File: config.mk
export PLATFORM = sky130hd
export DESIGN_NAME = rect_mover
export DESIGN_NICKNAME = d
export VERILOG_FILES = /design/src/rtl/rect_mover_pkg.sv /design/src/rtl/rect_mover_ctrl.sv /design/src/rtl/rect_mover_dp.sv /design/src/rtl/rect_mover.sv
export SDC_FILE = /design/constraint.sdc
export NUM_CORES = 1
export LEC_CHECK = 0
export ABC_AREA = 0
export BUFFER_PORTS_ARGS = -buffer_cell sky130_fd_sc_hd__buf_2
export CAP_MARGIN = 30
export CELL_PAD_IN_SITES_DETAIL_PLACEMENT = 0
export CELL_PAD_IN_SITES_GLOBAL_PLACEMENT = 1
export CORE_UTILIZATION = 47
export DETAILED_ROUTE_END_ITERATION = 16
export PLACE_DENSITY = 0.91
export SLEW_MARGIN = 20
export SYNTH_ARGS = -nofsm -noshare
export SYNTH_HDL_FRONTEND = slang
export SYNTH_SLANG_ARGS = --single-unit
File: constraint.sdc
create_clock -name clk -period 5.33 [get_ports clk]
set_clock_uncertainty 0.15 [all_clocks]
set_input_delay 0.533 -clock clk [delete_from_list [all_inputs] [get_ports clk]]
set_output_delay 0.533 -clock clk [all_outputs]
set_load 0.02 [all_outputs]
File: src/rtl/rect_mover_pkg.sv
package rect_mover_pkg;

  typedef enum logic [1:0] {
    MODE_PLAIN  = 2'd0,
    MODE_SOLID  = 2'd1,
    MODE_HOLES  = 2'd2,
    MODE_PLAIN3 = 2'd3
  } moveMode_e;

  // strobes from control to datapath
  typedef struct packed {
    logic clear;     // empty the realignment window
    logic push;      // shift one element into the window
    logic pushZero;  // element is virtual: push zeros instead of read data
    logic firstWord; // current destination word is the first of the row
    logic lastWord;  // current destination word is the last of the row
  } dpCtl_t;

endpackage

File: src/rtl/rect_mover_ctrl.sv
module rect_mover_ctrl
  import rect_mover_pkg::*;
#(
  parameter int ADDR_W = 32,
  parameter int LEN_W  = 16,
  parameter int DATA_W = 32
) (
  input  logic                       clk,
  input  logic                       rstN,
  input  logic                       start,
  input  logic [1:0]                 modeIn,
  input  logic [ADDR_W-1:0]          srcAddr,
  input  logic [ADDR_W-1:0]          dstAddr,
  input  logic [ADDR_W-1:0]          srcStride,
  input  logic [ADDR_W-1:0]          dstStride,
  input  logic [LEN_W-1:0]           widthIn,
  input  logic [LEN_W-1:0]           rowsIn,
  output logic                       busy,
  output logic                       done,
  output logic                       memReqValid,
  input  logic                       memReqReady,
  output logic                       memReqWrite,
  output logic [ADDR_W-1:0]          memReqAddr,
  input  logic                       memRspValid,
  input  logic                       anyByte,
  output dpCtl_t                     dpCtl,
  output logic [$clog2(DATA_W/8)-1:0] shiftAmt,
  output logic [$clog2(DATA_W/8)-1:0] dstLane,
  output logic [$clog2(DATA_W/8)-1:0] endLane,
  output moveMode_e                  modeOut
);

  localparam int BYTES  = DATA_W / 8;
  localparam int LANE_W = $clog2(BYTES);
  localparam int CNT_W  = LEN_W + 2;

  typedef enum logic [2:0] {
    ST_IDLE, ST_SETUP, ST_FETCH, ST_RWAIT, ST_WRITE, ST_DONE
  } state_e;

  state_e              state;
  moveMode_e           modeR;
  logic [ADDR_W-1:0]   rowSrc, rowDst, srcStrideR, dstStrideR;
  logic [ADDR_W-1:0]   srcRdAddr, dstWrAddr;
  logic [LEN_W-1:0]    widthR, rowsR, rowCnt;
  logic [CNT_W-1:0]    nSrcR, nDstR, tCnt, kCnt;
  logic                skipR;
  logic [LANE_W-1:0]   shiftR, dstLaneR, endLaneR;

  // per-row geometry, taken from the current row origins
  logic [LANE_W-1:0]   srcLaneC, dstLaneC;
  logic [CNT_W-1:0]    spanSrc, spanDst, nSrcC, nDstC;

  always_comb begin
    srcLaneC = rowSrc[LANE_W-1:0];
    dstLaneC = rowDst[LANE_W-1:0];
    spanSrc  = CNT_W'(srcLaneC) + CNT_W'(widthR) - CNT_W'(1);
    spanDst  = CNT_W'(dstLaneC) + CNT_W'(widthR) - CNT_W'(1);
    nSrcC    = (spanSrc >> LANE_W) + CNT_W'(1);
    nDstC    = (spanDst >> LANE_W) + CNT_W'(1);
  end

  // stream element tCnt maps to source word (tCnt - skip); real when in range
  logic elemReal, goWrite, lastDst, lastRow;
  always_comb begin
    elemReal = (tCnt >= CNT_W'(skipR)) && (tCnt < CNT_W'(skipR) + nSrcR);
    goWrite  = (tCnt + CNT_W'(1)) == (kCnt + CNT_W'(2));
    lastDst  = kCnt == (nDstR - CNT_W'(1));
    lastRow  = rowCnt == (rowsR - LEN_W'(1));
  end

  always_ff @(posedge clk) begin
    if (!rstN) begin
      state      <= ST_IDLE;
      modeR      <= MODE_PLAIN;
      rowSrc     <= '0;
      rowDst     <= '0;
      srcStrideR <= '0;
      dstStrideR <= '0;
      srcRdAddr  <= '0;
      dstWrAddr  <= '0;
      widthR     <= '0;
      rowsR      <= '0;
      rowCnt     <= '0;
      nSrcR      <= '0;
      nDstR      <= '0;
      tCnt       <= '0;
      kCnt       <= '0;
      skipR      <= 1'b0;
      shiftR     <= '0;
      dstLaneR   <= '0;
      endLaneR   <= '0;
    end else begin
      unique case (state)
        ST_IDLE: if (start) begin
          modeR      <= moveMode_e'(modeIn);
          rowSrc     <= srcAddr;
          rowDst     <= dstAddr;
          srcStrideR <= srcStride;
          dstStrideR <= dstStride;
          widthR     <= widthIn;
          rowsR      <= rowsIn;
          rowCnt     <= '0;
          state      <= (widthIn == '0 || rowsIn == '0) ? ST_DONE : ST_SETUP;
        end
        ST_SETUP: begin
          nSrcR     <= nSrcC;
          nDstR     <= nDstC;
          skipR     <= srcLaneC < dstLaneC;
          shiftR    <= srcLaneC - dstLaneC;
          dstLaneR  <= dstLaneC;
          endLaneR  <= spanDst[LANE_W-1:0];
          srcRdAddr <= {rowSrc[ADDR_W-1:LANE_W], {LANE_W{1'b0}}};
          dstWrAddr <= {rowDst[ADDR_W-1:LANE_W], {LANE_W{1'b0}}};
          tCnt      <= '0;
          kCnt      <= '0;
          state     <= ST_FETCH;
        end
        ST_FETCH: begin
          if (elemReal) begin
            if (memReqReady) state <= ST_RWAIT;
          end else begin
            tCnt  <= tCnt + CNT_W'(1);
            state <= goWrite ? ST_WRITE : ST_FETCH;
          end
        end
        ST_RWAIT: if (memRspValid) begin
          tCnt      <= tCnt + CNT_W'(1);
          srcRdAddr <= srcRdAddr + ADDR_W'(BYTES);
          state     <= goWrite ? ST_WRITE : ST_FETCH;
        end
        ST_WRITE: if (!anyByte || memReqReady) begin
          dstWrAddr <= dstWrAddr + ADDR_W'(BYTES);
          if (!lastDst) begin
            kCnt  <= kCnt + CNT_W'(1);
            state <= ST_FETCH;
          end else if (lastRow) begin
            state <= ST_DONE;
          end else begin
            rowSrc <= rowSrc + srcStrideR;
            rowDst <= rowDst + dstStrideR;
            rowCnt <= rowCnt + LEN_W'(1);
            state  <= ST_SETUP;
          end
        end
        ST_DONE: state <= ST_IDLE;
        default: state <= ST_IDLE;
      endcase
    end
  end

  always_comb begin
    memReqValid     = (state == ST_FETCH && elemReal) || (state == ST_WRITE && anyByte);
    memReqWrite     = state == ST_WRITE;
    memReqAddr      = (state == ST_WRITE) ? dstWrAddr : srcRdAddr;
    dpCtl.clear     = state == ST_SETUP;
    dpCtl.pushZero  = state == ST_FETCH && !elemReal;
    dpCtl.push      = dpCtl.pushZero || (state == ST_RWAIT && memRspValid);
    dpCtl.firstWord = kCnt == '0;
    dpCtl.lastWord  = lastDst;
    busy            = state != ST_IDLE && state != ST_DONE;
    done            = state == ST_DONE;
    shiftAmt        = shiftR;
    dstLane         = dstLaneR;
    endLane         = endLaneR;
    modeOut         = modeR;
  end


  reqHold_chk: assert property (@(posedge clk) disable iff (!rstN)
    (memReqValid && !memReqReady) |=>
      (memReqValid && $stable(memReqAddr) && $stable(memReqWrite)));


  oneReadOutstanding_chk: assert property (@(posedge clk) disable iff (!rstN)
    (memReqValid && memReqReady && !memReqWrite) |=> !memReqValid);


  donePulse_chk: assert property (@(posedge clk) disable iff (!rstN)
    done |=> !done);


  doneNotBusy_chk: assert property (@(posedge clk) disable iff (!rstN)
    done |-> !busy);


  startReact_chk: assert property (@(posedge clk) disable iff (!rstN)
    (state == ST_IDLE && start) |=> (busy || done));

endmodule

File: src/rtl/rect_mover_dp.sv
module rect_mover_dp
  import rect_mover_pkg::*;
#(
  parameter int DATA_W = 32
) (
  input  logic                        clk,
  input  logic                        rstN,
  input  dpCtl_t                      ctl,
  input  logic [DATA_W-1:0]           rspData,
  input  logic [$clog2(DATA_W/8)-1:0] shiftAmt,
  input  logic [$clog2(DATA_W/8)-1:0] dstLane,
  input  logic [$clog2(DATA_W/8)-1:0] endLane,
  input  moveMode_e                   mode,
  output logic [DATA_W-1:0]           wdata,
  output logic [DATA_W/8-1:0]         be,
  output logic                        anyByte
);

  localparam int BYTES  = DATA_W / 8;
  localparam int LANE_W = $clog2(BYTES);

  // two-word realignment window: hiQ is the newest element
  logic [DATA_W-1:0]   loQ, hiQ;
  logic [2*DATA_W-1:0] window;

  always_ff @(posedge clk) begin
    if (!rstN || ctl.clear) begin
      loQ <= '0;
      hiQ <= '0;
    end else if (ctl.push) begin
      loQ <= hiQ;
      hiQ <= ctl.pushZero ? '0 : rspData;
    end
  end

  always_comb begin
    window = {hiQ, loQ} >> {shiftAmt, 3'b000};
    wdata  = window[DATA_W-1:0];
  end

  logic [BYTES-1:0] laneIn, laneKeep;

  for (genvar l = 0; l < BYTES; l++) begin : g_lane
    logic [7:0] byteV;
    assign byteV       = wdata[8*l +: 8];
    assign laneIn[l]   = (!ctl.firstWord || (LANE_W'(l) >= dstLane)) &&
                         (!ctl.lastWord  || (LANE_W'(l) <= endLane));
    assign laneKeep[l] = (mode == MODE_SOLID) ? (byteV != 8'h00) :
                         (mode == MODE_HOLES) ? (byteV == 8'h00) : 1'b1;
  end

  assign be      = laneIn & laneKeep;
  assign anyByte = |be;

endmodule

File: src/rtl/rect_mover.sv
module rect_mover
  import rect_mover_pkg::*;
#(
  parameter int ADDR_W = 32,
  parameter int LEN_W  = 16,
  parameter int DATA_W = 32
) (
  input  logic                clk,
  input  logic                rstN,
  input  logic                start,
  input  logic [1:0]          modeIn,
  input  logic [ADDR_W-1:0]   srcAddr,
  input  logic [ADDR_W-1:0]   dstAddr,
  input  logic [ADDR_W-1:0]   srcStride,
  input  logic [ADDR_W-1:0]   dstStride,
  input  logic [LEN_W-1:0]    widthIn,
  input  logic [LEN_W-1:0]    rowsIn,
  output logic                busy,
  output logic                done,
  output logic                memReqValid,
  input  logic                memReqReady,
  output logic                memReqWrite,
  output logic [ADDR_W-1:0]   memReqAddr,
  output logic [DATA_W-1:0]   memReqWdata,
  output logic [DATA_W/8-1:0] memReqBe,
  input  logic                memRspValid,
  input  logic [DATA_W-1:0]   memRspData
);

  localparam int BYTES  = DATA_W / 8;
  localparam int LANE_W = $clog2(BYTES);

  dpCtl_t            dpCtl;
  logic [LANE_W-1:0] shiftAmt, dstLane, endLane;
  moveMode_e         modeCur;
  logic              anyByte;

  rect_mover_ctrl #(.ADDR_W(ADDR_W), .LEN_W(LEN_W), .DATA_W(DATA_W)) u_ctrl (
    .clk(clk), .rstN(rstN), .start(start), .modeIn(modeIn),
    .srcAddr(srcAddr), .dstAddr(dstAddr), .srcStride(srcStride), .dstStride(dstStride),
    .widthIn(widthIn), .rowsIn(rowsIn), .busy(busy), .done(done),
    .memReqValid(memReqValid), .memReqReady(memReqReady), .memReqWrite(memReqWrite),
    .memReqAddr(memReqAddr), .memRspValid(memRspValid), .anyByte(anyByte),
    .dpCtl(dpCtl), .shiftAmt(shiftAmt), .dstLane(dstLane), .endLane(endLane),
    .modeOut(modeCur)
  );

  rect_mover_dp #(.DATA_W(DATA_W)) u_dp (
    .clk(clk), .rstN(rstN), .ctl(dpCtl), .rspData(memRspData),
    .shiftAmt(shiftAmt), .dstLane(dstLane), .endLane(endLane), .mode(modeCur),
    .wdata(memReqWdata), .be(memReqBe), .anyByte(anyByte)
  );

  logic [BYTES-1:0] zeroLane;
  for (genvar l = 0; l < BYTES; l++) begin : g_zero
    assign zeroLane[l] = memReqWdata[8*l +: 8] == 8'h00;
  end


  noEmptyWrite_chk: assert property (@(posedge clk) disable iff (!rstN)
    (memReqValid && memReqWrite) |-> (memReqBe != '0));


  solidLanes_chk: assert property (@(posedge clk) disable iff (!rstN)
    (memReqValid && memReqWrite && modeCur == MODE_SOLID) |-> ((memReqBe & zeroLane) == '0));


  holeLanes_chk: assert property (@(posedge clk) disable iff (!rstN)
    (memReqValid && memReqWrite && modeCur == MODE_HOLES) |-> ((memReqBe & ~zeroLane) == '0));

endmodule

# Word level (Yosys, flattened, before mapping)
# Index checks and enable logic that the tools add are counted.
# word_totals
word_cells	169
regBits	388
ramBits	0
memories	0
latchBits	0
mem_bits_ro	0
input_bits	199
# op_classes
mux	45
div_mod_pow	0
mul	0
shifts	1
magnitude_cmp	11
reduce_logical	53
eq_ne	19
addsub	18
bitwise_logic	1
# ops
cell	n
$mux W32	12
$pmux W32 S2	4
$mux W18	4
$add A32 B3 Y32 const B	2
$add A32 B32 Y32	2
$mux W16	4
$shr A64 B5 Y32	1
$pmux W18 S3	1
$sub A18 B1 Y18 const B	3
$add A18 B1 Y18 const B	2
$eq A18 B18 Y1	2
$pmux W18 S2	1
$add A16 B1 Y17 const B	2
$add A2 B16 Y17	2
$logic_not A16 Y1	2
$logic_not A8 Y1	4
$pmux W16 S2	1
$reduce_bool A8 Y1	4
$mux W3	9
$add A1 B18 Y18	1
$add A18 B2 Y18 const B	1
$ge A18 B1 Y1	1
$logic_not A18 Y1	1
$lt A18 B18 Y1	1
other kinds (31)	81

# Longest topological paths before layout
# logic_depth
depth_word	11
depth_mapped	21
ltp_nobuf	19

# Hierarchy
# A second synthesis with hierarchy kept.
# hier_totals
cells_unflattened	3366
hier_area_um2	25649.6
# by_module_without_submodules
mod	n_inst	area_per_inst_um2	cells_per_inst	seq_area_each_um2
rect_mover_ctrl	1	22290.1	3050	6366.1
rect_mover_dp	1	3359.5	316	1281.2

# Worst setup path after synthesis
# No wires, ideal clock.
# synth_path
path_type	reg2reg
from	register u_ctrl.shiftR[0], in the netlist u_ctrl.shiftAmt[0]
to	register u_ctrl.kCnt[15]
required_ns	5.052
setup_slack_ns	1.502
path_stages_with_launch	17
setup_ns	0.128
arrival_time_ns	3.551
period_less_slack_ns	3.828
path_cell_list	dfxtp_1 > buf_6 > buf_6 > buf_6 > buf_6 > mux4_2 > nor4_1 > a21oi_1 > nor3b_1 > a221oi_2 > a211oi_2 > nor2b_1 > buf_2 > buf_2 > nand3_1 > xor2_1 > nor2_1
# synth_via
elab_chain_len	10
# synth_rtl
item	line	rtl
start: declaration	rect_mover_ctrl.sv:48	logic [LANE_W-1:0] shiftR, dstLaneR, endLaneR;
start signal: assignment	rect_mover_ctrl.sv:110	shiftR <= srcLaneC - dstLaneC;
$shr A64 B5 Y32 *	rect_mover_dp.sv:37	window = {hiQ, loQ} >> {shiftAmt, 3'b000};
via memReqWdata[4]	rect_mover.sv:24	output logic [DATA_W-1:0] memReqWdata,
$logic_not A8 Y1	rect_mover_dp.sv:49	(mode == MODE_HOLES) ? (byteV == 8'h00) : 1'b1;
$mux W1	rect_mover_dp.sv:49	
$mux W1 *	rect_mover_dp.sv:48	assign laneKeep[l] = (mode == MODE_SOLID) ? (byteV != 8'h00) :
$and A4 B4 Y4 *	rect_mover_dp.sv:52	assign be = laneIn & laneKeep;
via memReqBe[0]	rect_mover.sv:25	output logic [DATA_W/8-1:0] memReqBe,
$reduce_or A4 Y1 *	rect_mover_dp.sv:53	assign anyByte = |be;
$logic_not A1 Y1 *	rect_mover_ctrl.sv:132	ST_WRITE: if (!anyByte || memReqReady) begin
$logic_or A1 B1 Y1 *	rect_mover_ctrl.sv:132	
$ne A2 B1 Y1 (no line) *	--	
$reduce_and A3 Y1 (no line) *	--	
end signal: assignment	rect_mover_ctrl.sv:135	kCnt <= kCnt + CNT_W'(1);
end: declaration	rect_mover_ctrl.sv:46	logic [CNT_W-1:0] nSrcR, nDstR, tCnt, kCnt;
# The timed path passes the listed nets; every way through them passes the cells marked *.
# A chain may end at the register's enable or synchronous reset.

# Worst setup path after layout
# layout_path
from	register u_ctrl.shiftR[0], in the netlist u_ctrl.shiftAmt[0]
to	register u_ctrl.rowDst[31]
# layout_via
elab_chain_len	10
# layout_rtl
item	line	rtl
$shr A64 B5 Y32 *	rect_mover_dp.sv:37	
$logic_not A8 Y1	rect_mover_dp.sv:49	
$mux W1	rect_mover_dp.sv:49	
$mux W1	rect_mover_dp.sv:48	
$and A4 B4 Y4 *	rect_mover_dp.sv:52	
$reduce_or A4 Y1 *	rect_mover_dp.sv:53	
$logic_not A1 Y1 *	rect_mover_ctrl.sv:132	
$logic_or A1 B1 Y1 *	rect_mover_ctrl.sv:132	
$ne A2 B1 Y1 (no line) *	--	
$reduce_and A5 Y1 (no line) *	--	
end signal: assignment	rect_mover_ctrl.sv:98	rowDst <= dstAddr;
end signal: assignment	rect_mover_ctrl.sv:141	rowDst <= rowDst + dstStrideR;
end: declaration	rect_mover_ctrl.sv:43	logic [ADDR_W-1:0] rowSrc, rowDst, srcStrideR, dstStrideR;
# Every way passes the cells marked *; elsewhere a longest branch is shown, timed or not.

==> results.md <==
* Root buffer cell: clkbuf_16
* Via density at between 5 and 6
* Levels on crit path at 13
* Max incr delay on CP at approximately 0.6 ns
* CTS buffer count at 45
* Top-area cell type share of the netlist area at between 30% and 40%
* Detail Route Antenna Nets at 0
* Worst Tran Pin Value at between 0.9 and 1 ns
* Remaining global-route overflow at 0
* # DRC at 0
* Post-CTS Hold Fix Bufs at 0
* Setup crit start kind: register
* Final WL at 75,820 um
* Clk network pwr share at 27.3%
* Crit path arrival time at roughly 4.9 ns
* Post-CTS setup buffers at 0
* Hold path start: dstStride[28]
* First-pass GRT wire length at ~120,000 um
* Synth Instances at 3,358
* Launch point of the worst path: u_ctrl.shiftAmt[0]
* Die H at between 200 and 250 um
* GRT Util Overall at a little over a quarter
* # nets final at 3,795
* Starting DRT DRC Count at 1,839
* Sequential Power Share at 32.2%
* Reg clk slew, reported paths at roughly 0.06 ns
* Post-synth ARST share at 0%
* Cell Pwr Density at 441.1 nW/um^2
* Max_cap viols at 0
* DP HPWL at roughly 55,000 um
* WHS at ~0.024 ns
* Syn_area_per_cell at ~7.4 um^2
* Sw Ratio at around two fifths
* Leakage power at 11.23 nW
* Seq/Total Area, Yosys at between 30% and 40%
* Slowest CP cell: nor3_4
* Synth Cell Area at approximately 25,000 um^2
* Reg2reg end: u_ctrl.rowDst[31]
* Initial Util at between 40 and 50%
* Clk Latency, worst-skew pair at 0.60 ns
* CTS tree: done
* Post-synth EDFFs at 0
* Data required time at the worst endpoint at 5.62 ns
* Comb pwr share at 40.5%
* Core region area at 52,550 um^2
* Non-Filler Instances at approximately 4,200
* Synthesized flop and latch total at approximately 380
* Sw Pwr at 0.005076 W
* Area Growth Syn to Fin at 13.16%
* Vias in the first global route at between 20,000 and 25,000
* Leading post-synthesis cells by cell area: dfxtp_1 (31%), nand2_1 (10%), a21oi_1 (7.6%)
* Unique masters post-synth at 88
* Int Pwr at about 0.0074 W
* Share of layout cells above drive strength 1 at between 10 and 15%
* Critical-path cell list: buf_4 > mux4_2 > nor4_1 > and3_1 > a211o_1 > a21bo_1 > a221oi_2 > a211oi_2 > nor3_4 > buf_4 > o21ai_0 > nand2_1 > a21oi_1
* FILL cells at 5,218
* Slew Viols, Final at 0
* Port-buffer cells at 268
* Die W at between 200 and 250 um
* Routed len/inst at ~18 um
* RSZ-0062 raised after global routing: false
* # setup viols final at 0
* Placed insts at about 4,100
* CP dominant cell by count: buf_4
* Site Rows at between 80 and 90
* Via count at 24,340
* Sum Neg Setup Slack at 0 ns
* Main synth FF type: dfxtp_1
* Routed length on met3 at 4814 um
* Clk sinks at ~380
* Period utilisation layout at between 80% and 90%
* Clk buf depth at 3
* Met2 Wirelength at ~35,000 um
* CP max FO at 40
* TritonRoute pass-1 iters at 6
* FMAX at between 200 and 250 MHz
* Die Area at about 54,000 um^2
* Status: finished, final reports clean
* Maximum VDD drop at 0.3136 mV
* I/O pin count at 271
* End of the critical path: u_ctrl.rowDst[31]
* Largest net degree at the start of global routing at roughly 190
* Critical path class: reg -> reg
* Metal1 wirelength at ~33,000 um
* # resized after CTS at 0
* Yosys top cell by area: dfxtp_1
* Top cell family by delay on the critical path: simple AND/OR/NAND/NOR gates
* Worst hold path type: in -> reg
* Worst setup slack after layout at approximately 0.75 ns
* Crit end category: register
* Final hold vios at 0
* Post-placement worst setup slack at approximately 0.73 ns
* H-tree Lvls at 2
* Top sig layer: met4
* Synth warn at 0
* R2r setup slk at 0.75 ns
* Antenna Cells at 0
* Critical path buffers and inverters at 2
* Reg2reg path depth at 13
* Core Util, Final at a little over half
* Slew margin rel. at around a third
* Initial antenna violation count at 0
* RR Startpoint: u_ctrl.shiftAmt[0]
* GPL Wtd Cong at between 0.9 and 1
* Period minus WS final at 4.581 ns
## sequential cells by signal, indices dropped and copies added, names as in the netlist
signal / count
u_ctrl.dstStrideR: 32
u_ctrl.rowDst: 32
u_ctrl.rowSrc: 32
u_ctrl.srcStrideR: 32
u_dp.hiQ: 32
u_dp.loQ: 32
u_ctrl.dstWrAddr: 30
u_ctrl.srcRdAddr: 30
u_ctrl.kCnt: 18
u_ctrl.tCnt: 18
u_ctrl.nDstR: 17
u_ctrl.nSrcR: 17
u_ctrl.rowCnt: 16
u_ctrl.rowsR: 16
u_ctrl.widthR: 16
u_ctrl.state: 3
u_ctrl.dstLane: 2
u_ctrl.endLane: 2
u_ctrl.modeOut: 2
u_ctrl.shiftAmt: 2
u_ctrl.skipR: 1
## how the worst min path moves through the flow
stage / slack [ns] / to / cells past startpoint
3_5_place_dp: 0.30 / u_dp.loQ[2] / 2
6_report: 0.02 / u_ctrl.dstStrideR[28] / 3
5_1_grt: 0.02 / u_dp.hiQ[8] / 3
3_3_place_gp: 0.29 / u_dp.loQ[6] / 2
2_1_floorplan: 0.28 / u_dp.loQ[0] / 2
4_1_cts: 0.003 / u_dp.hiQ[14] / 3
## synth_stat cells, types with 8 or more instances
cell	n
dfxtp_1	382
nor3_1	71
and3_1	62
buf_2	25
nor2b_1	22
a211oi_1	67
and4_1	8
buf_1	11
o22ai_1	13
clkbuf_1	174
o21ai_0	135
a311oi_1	18
nand3_1	91
xnor2_1	137
o31ai_1	15
inv_1	62
nand2b_1	30
nor2_1	282
nand4_1	55
mux4_2	32
nand3b_1	8
o211ai_1	16
nand2_1	684
nor4_1	42
a22oi_1	13
and2_1	21
a31oi_1	45
or3_1	21
o32ai_1	15
o221a_2	8
mux2i_1	19
xor2_1	108
o21bai_1	8
or4_1	10
a21o_1	33
ha_1	99
a21oi_1	381
nor3b_1	9
## metrics by stage
step	total power, W	cell area [um^2]
after CTS	0.01249	28270
final	0.01247	28270
after floorplan	0.007734	24990
after global routing	0.01329	28270
after global placement	0.009028	26640
after detailed placement	0.009075	26660
## layout make-up
class / count / area (um^2) / share of cell area (%)
clock buffers: 62 / 1291 / 4.567
multi-input cells: 2695 / 16240 / 57.44
repair buffers: 305 / 1660 / 5.873
inverters: 63 / 245.2 / 0.8674
well taps: 688 / 860.8 / 3.045
flip-flops and latches: 382 / 7649 / 27.05
clock inverters: 21 / 325.3 / 1.151
## layout by cell type, fill, tap and decap left out, types with 30 or more instances in the layout
cell / synthesis / final
xor2_1: 108 / 108
buf_2: 25 / 268
dfxtp_1: 382 / 381
nor2_1: 282 / 279
nand2_1: 684 / 682
inv_1: 62 / 61
xnor2_1: 137 / 137
o21ai_0: 135 / 135
buf_4: 5 / 33
nand3_1: 91 / 91
nand2b_1: 30 / 30
nand4_1: 55 / 55
a31oi_1: 45 / 45
mux4_2: 32 / 32
a21oi_1: 381 / 380
nor3_1: 71 / 70
a21o_1: 33 / 33
ha_1: 99 / 99
and3_1: 62 / 62
clkbuf_16: 0 / 46
a211oi_1: 67 / 67
nor4_1: 42 / 42
## tightest hold or removal path: stages
cell	delay [ns]
buf_2	0.09
nand2_1	0.05
a21oi_1	0.05
## cell families (layout without fill, tap and decap cells)
family | Yosys count | after routing | share of synthesized area (%)
and+or+nand+nor | 1446 | 1446 | 26.31
xor gates and xnor gates | 247 | 247 | 8.769
AOI/OAI and AO/OA | 843 | 843 | 20.65
DFF | 382 | 382 | 30.61
other | 1 | 2 | 0.01501
adders and majority gates | 104 | 104 | 5.359
buffers and inverters | 282 | 451 | 4.557
muxes | 53 | 53 | 3.736
## per-layer routing
layer / track usage, % / vias to the layer above
li1: - / 12160
met1: 35.97 / 11300
met2: 45.01 / 747
met3: 3.922 / 129
met4: 10.83 / 0
met5: 0 / -
## power by group through the flow
stage          combinational (W)  sequential, W  clock, W
2_1_floorplan            0.00399        0.00374         0
3_3_place_gp             0.00497        0.00406         0
3_5_place_dp             0.00501        0.00407         0
4_1_cts                  0.00504        0.00401   0.00345
5_1_grt                  0.00565        0.00408   0.00356
6_report                 0.00505        0.00402   0.00340
Note: power is estimated with default switching activity, not from simulation.
